--- config.mk ---
export PLATFORM = sky130hd
export DESIGN_NAME = stage_timer
export DESIGN_NICKNAME = d
export VERILOG_FILES = /design/src/rtl/stage_timer.sv
export SDC_FILE = /design/constraint.sdc
export NUM_CORES = 1
export LEC_CHECK = 0
export BUFFER_PORTS_ARGS = -buffer_cell sky130_fd_sc_hd__buf_2
export CAP_MARGIN = 15
export CORE_MARGIN = 2
export CORE_UTILIZATION = 56
export CTS_CLUSTER_DIAMETER = 200
export DETAILED_ROUTE_END_ITERATION = 7
export PLACE_DENSITY = 0.76
export SYNTH_ARGS = -nofsm -noshare
export SYNTH_HDL_FRONTEND = slang
export SYNTH_SLANG_ARGS = --single-unit
--- constraint.sdc ---
create_clock -name clk -period 2.1 [get_ports clk]
set_input_delay 0.105 -clock clk [delete_from_list [all_inputs] [get_ports clk]]
set_output_delay 0.105 -clock clk [all_outputs]
set_load 0.05 [all_outputs]
--- src/rtl/stage_timer.sv ---
module stage_timer #(
  parameter int CNT_W   = 16,
  parameter int TAP_00  = 12,
  parameter int TAP_01  = 9,
  parameter int TAP_10  = 7,
  parameter int TAP_11  = 15
) (
  input  logic clk,
  input  logic rst_n,
  input  logic auto_off,
  input  logic mreset,
  input  logic tsel_a,
  input  logic tsel_b,
  input  logic recycle,
  input  logic invert,
  output logic tmr_out
);

  logic [CNT_W-1:0] cnt;
  logic             pwr_first;
  logic             armed;
  logic             fired;
  logic             tap;
  logic             q_true;
  logic             running;

  assign running = armed && !mreset && !pwr_first;

  always_ff @(posedge clk or negedge rst_n) begin
    if (!rst_n) begin
      pwr_first <= 1'b1;
      armed     <= 1'b0;
    end else begin
      pwr_first <= 1'b0;
      if (mreset || (pwr_first && !auto_off))
        armed <= 1'b1;
    end
  end

  always_ff @(posedge clk or negedge rst_n) begin
    if (!rst_n)
      cnt <= '0;
    else if (!running)
      cnt <= '0;
    else
      cnt <= cnt + 1'b1;
  end

  always_comb begin
    unique case ({tsel_a, tsel_b})
      2'b00:   tap = cnt[TAP_00];
      2'b01:   tap = cnt[TAP_01];
      2'b10:   tap = cnt[TAP_10];
      default: tap = cnt[TAP_11];
    endcase
  end

  always_ff @(posedge clk or negedge rst_n) begin
    if (!rst_n)
      fired <= 1'b0;
    else if (mreset || recycle)
      fired <= 1'b0;
    else if (tap)
      fired <= 1'b1;
  end

  assign q_true  = recycle ? tap : (tap | fired);
  assign tmr_out = q_true ^ invert;

  p_count_step_r1: assert property (@(posedge clk) disable iff (!rst_n)
    running |=> cnt == $past(cnt) + 1'b1);

  p_mreset_clear_r7: assert property (@(posedge clk) disable iff (!rst_n)
    mreset |=> cnt == '0);

  p_latch_hold_r4: assert property (@(posedge clk) disable iff (!rst_n)
    (fired && !recycle && !mreset) |=> fired);

  p_auto_arm_r8: assert property (@(posedge clk) disable iff (!rst_n)
    (pwr_first && !auto_off) |=> armed);

  p_idle_unarmed_r9: assert property (@(posedge clk) disable iff (!rst_n)
    (!armed && !mreset) |=> cnt == '0);

  p_clear_latch_r5: assert property (@(posedge clk) disable iff (!rst_n)
    (recycle || mreset) |=> !fired);

endmodule

Word-level counts from Yosys, hierarchy flattened. Cells that the tools add are included.

Equal/unequal tests: 2. Mux-type cells: 5. Add/sub/neg operators: 1. Reductions and logical operators: 10. Bitwise logic cells: 2.

Operators with widths (number): $add 16x1->16 const B (1); $mux 16 (1); $logic_and 1x1->1 (3); $logic_not 1->1 (3); $mux 1 (3); $pmux 1 s3 (1); $eq 2x1->1 const B (1); $eq 2x2->1 const B (1); $logic_not 2->1 (1); $logic_or 1x1->1 (2); $reduce_bool 2->1 (1); $or 1x1->1 (1); $xor 1x1->1 (1).

Input bits: 8. Output and inout bits: 1. Logic and storage cells: 24. Register bits after elaboration: 19.

Logic depth before layout (Yosys ltp).
Depth after elaboration: 5. Mapped depth: 5. Depth with buffers taken out: 5.

Worst setup path after synthesis. OpenSTA, ideal clock, no wires.

Kind: register -> output. Start: reg cnt[9]. End: out tmr_out. Cell stages (with the launch flop): 4. Path buffers: 0. Setup slack: 0.486 ns. Arrival time: 1.509 ns. Required time: 1.995 ns. Cells stage by stage: dfrtp_1 > mux4_2 > a21oi_1 > xnor2_1.

Word-level cells in the longest chain between the ends: 4.

RTL lines: start, declared (line 19) `logic [CNT_W-1:0] cnt;`; start signal, assigned (line 46) `cnt <= cnt + 1'b1;`; $pmux 1 s3 * (line 50) `unique case ({tsel_a, tsel_b})`; $or 1x1->1 (line 67) `assign q_true = recycle ? tap : (tap | fired);`; $mux 1 * (line 67); $xor 1x1->1 * (line 68) `assign tmr_out = q_true ^ invert;`; end, declared (line 16) `output logic tmr_out`.

Mark *: on every way between the ends. The rest lies on a longest branch, timed or not.

Worst setup path in the final report.
Start: reg cnt[12]. End: out tmr_out.

Same word-level chain as after synthesis.

==> metrics.cfg <==
[clock_network]
clockBufferDepth = 2
post_cts_buffers = 0
cts_made_buffers = 3
cts_root_buf = clkbuf_4
clk_pin_slew_ns = 0.11
ctsResizeCount = 0
clk_latency_ns = 0.31
hold_buffers = 4
cts_sinks = 19
cts_tree = yes
htreeDepth = 1

[placed_design]
place_area_um2 = 987
portBuffers = 8
gp_congestion = 0.839
dp.final_hpwl_um = 1280

[detailed_routing]
first_iter_violations = 28
vias_per_cell = 6.02
dr.pass1.iters = 4
detail-route-antenna-nets = 0
routed_wl_um = 1930
post-route-drc-count = 0
wl_per_cell_um = 15.3
routed-via-count = 759

[worst_setup_path]
cp_slowest_cell = mux4_2
worst-r2r-cell-count = 4
timing.rr.end = fired
r2r-start = cnt[12]
critPathMaxStageDelay_ns = 0.50
r2r_slack_ns = 0.26
cp-end-kind = primary output
worstSetupStartpointType = flip-flop
cp.arrival_ns = 1.88
worstSetupPathType = flip-flop to primary output
critPathRequiredTime_ns = 2.00
crit_fanout = 6
cp_cell_sequence = mux4_2, a21oi_1, xnor2_1, buf_2

[synthesis]
ys_warn_count = 0
synth.area.top_cells = dfrtp_1 49%, xnor2_1 6.6%, nor2_1 6.5%
ys_ff_latch = 19
avgSynthCellArea_um2 = 9.76
netlist_area_um2 = 927
synth-seq-area-share = 0.514
yosysTopAreaCell = dfrtp_1
ys_types = 26
synth_top_area_frac = 0.486
syn-instance-count = 95
syn_nets = 104

[global_routing]
grt_pass1_wl_um = 3230
overflow = 0
antenna_found_initial = 0
grtUsageTotal = 0.235
grt_max_degree = 20
grt_pass1_vias = 723

[min_path]
hold_path.class = input port to flip-flop
min_path_cells = 3
hold_end = armed
hp-start = mreset

[pwr]
power_density_nw_per_um2 = 566
ir_worst_vdd_v = 0.000485
leakagePower_nw = 0.456

[finish]
area_growth_syn_to_layout_pct = 13.6
layout_common_cells = 18 x dfrtp_1, 16 x nor2_1, 8 x nand2_1, 8 x buf_2, 7 x xnor2_1
n_fill_cell = 117
fin_area_um2 = 1050
drive_gt1_frac = 0.173
antenna_cells = 0
final_common_cell = dfrtp_1
fin_nets = 120

[sta]
fmaxAchievable_ghz = 0.503
fin_skew_ns = 0.00969
fin_tns_setup_ns = 0
tightestPinTransition_ns = 0.517
hold_viol_final = 0
setup_viol = 0
max_slew_margin = 0.655
rsz0062_at_grt = no
slew_violations = 0
layout_min_cycle_time_ns = 1.99
period_share = 0.947

[die]
row_count = 14
coreArea_um2 = 1520
start_util = 0.608
ios = 9
dieWidth_um = 44.7
die_h_um = 44.7
die_area_um2 = 2000

[run]
max-cap-violations = 0

[outcome]
status = finished clean

## worst max-delay path by stage
stage                       start  endpoint  slack, ns
after global placement     cnt[0]   cnt[14]       0.44
after detailed placement   cnt[0]   cnt[14]       0.32
after global routing      cnt[12]   tmr_out       0.03
after CTS                 cnt[12]   tmr_out       0.11
final                     cnt[12]   tmr_out       0.11
after floorplan            cnt[9]   tmr_out       0.49
## flip-flops by register name, indices dropped and copies added, names as in the netlist
register   cells
cnt           16
armed          1
fired          1
pwr_first      1
## Yosys cell counts
| library cell | instances |
|---|---|
| dfrtp_1 | 18 |
| nor2_1 | 16 |
| nand2_1 | 8 |
| xnor2_1 | 7 |
| a21oi_1 | 6 |
| nand3_1 | 5 |
| inv_1 | 4 |
| o21ai_0 | 4 |
| nor3_1 | 3 |
| nor4_1 | 3 |
| or3_1 | 3 |
| a31o_2 | 2 |
| clkbuf_1 | 2 |
| xor2_1 | 2 |
| a31oi_1 | 1 |
| a41o_1 | 1 |
| and2_1 | 1 |
| conb_1 | 1 |
| dfstp_2 | 1 |
| ha_1 | 1 |
| mux4_2 | 1 |
| nand2_2 | 1 |
| nand3_2 | 1 |
| nor3b_1 | 1 |
| nor4_4 | 1 |
| or4_1 | 1 |
## area by class of cell
cell class / instances / area (µm²) / area share
Inverter: 4 / 15.0 / 0.0143
Sequential cell: 19 / 477 / 0.452
Clock buffer: 4 / 26.3 / 0.0249
Tap cell: 16 / 20.0 / 0.0190
Timing Repair Buffer: 13 / 87.6 / 0.0831
Multi-Input combinational cell: 70 / 428 / 0.406
## worst max-delay path: cells and delay by family, from the launching register on
| family | cells | cell delay (ns) |
|---|---|---|
| multiplexers | 1 | 0.50 |
| buffers and inverters | 1 | 0.28 |
| flip-flops | 1 | 0.45 |
| XOR/XNOR | 1 | 0.14 |
| AO/OA/AOI/OAI | 1 | 0.21 |
## power by group
part	switching [mW]	leakage [nW]	total, mW	internal (mW)
Sequential	0.00288	0.256	0.372	0.369
Clock	0.114	0.0150	0.188	0.0741
Combinational	0.0235	0.185	0.0367	0.0132
Total	0.140	0.456	0.597	0.457
## metal layers
| metal | GRT usage | up-vias | routed length, µm |
|---|---|---|---|
| li1 | - | 357 | - |
| met1 | 0.316 | 358 | 850 |
| met2 | 0.374 | 38 | 921 |
| met3 | 0.0520 | 6 | 133 |
| met4 | 0.0909 | 0 | 25 |
| met5 | 0 | - | 0 |
## stage by stage
stage          utilization  cells  worst slack, ns  hold slack [ns]  total power, mW
6_report             0.691    126            0.110           0.0478            0.597
5_1_grt              0.691    126           0.0288           0.0618            0.621
4_1_cts              0.691    126            0.109           0.0507            0.596
3_5_place_dp         0.648    118            0.322           0.0645            0.412
3_3_place_gp         0.648    118            0.445           0.0573            0.411
2_1_floorplan            -     95            0.486           -0.191            0.393
## kinds of logic after synthesis
| group | share of synthesized area |
|---|---|
| flops | 0.514 |
| simple gates | 0.244 |
| mux | 0.0243 |
| buf+inv | 0.0243 |
| compound gates | 0.0904 |
| other cells | 0.00404 |
| xor+xnor | 0.0850 |
| fa+ha+maj | 0.0135 |
Note: power is estimated with default switching activity, not from simulation.
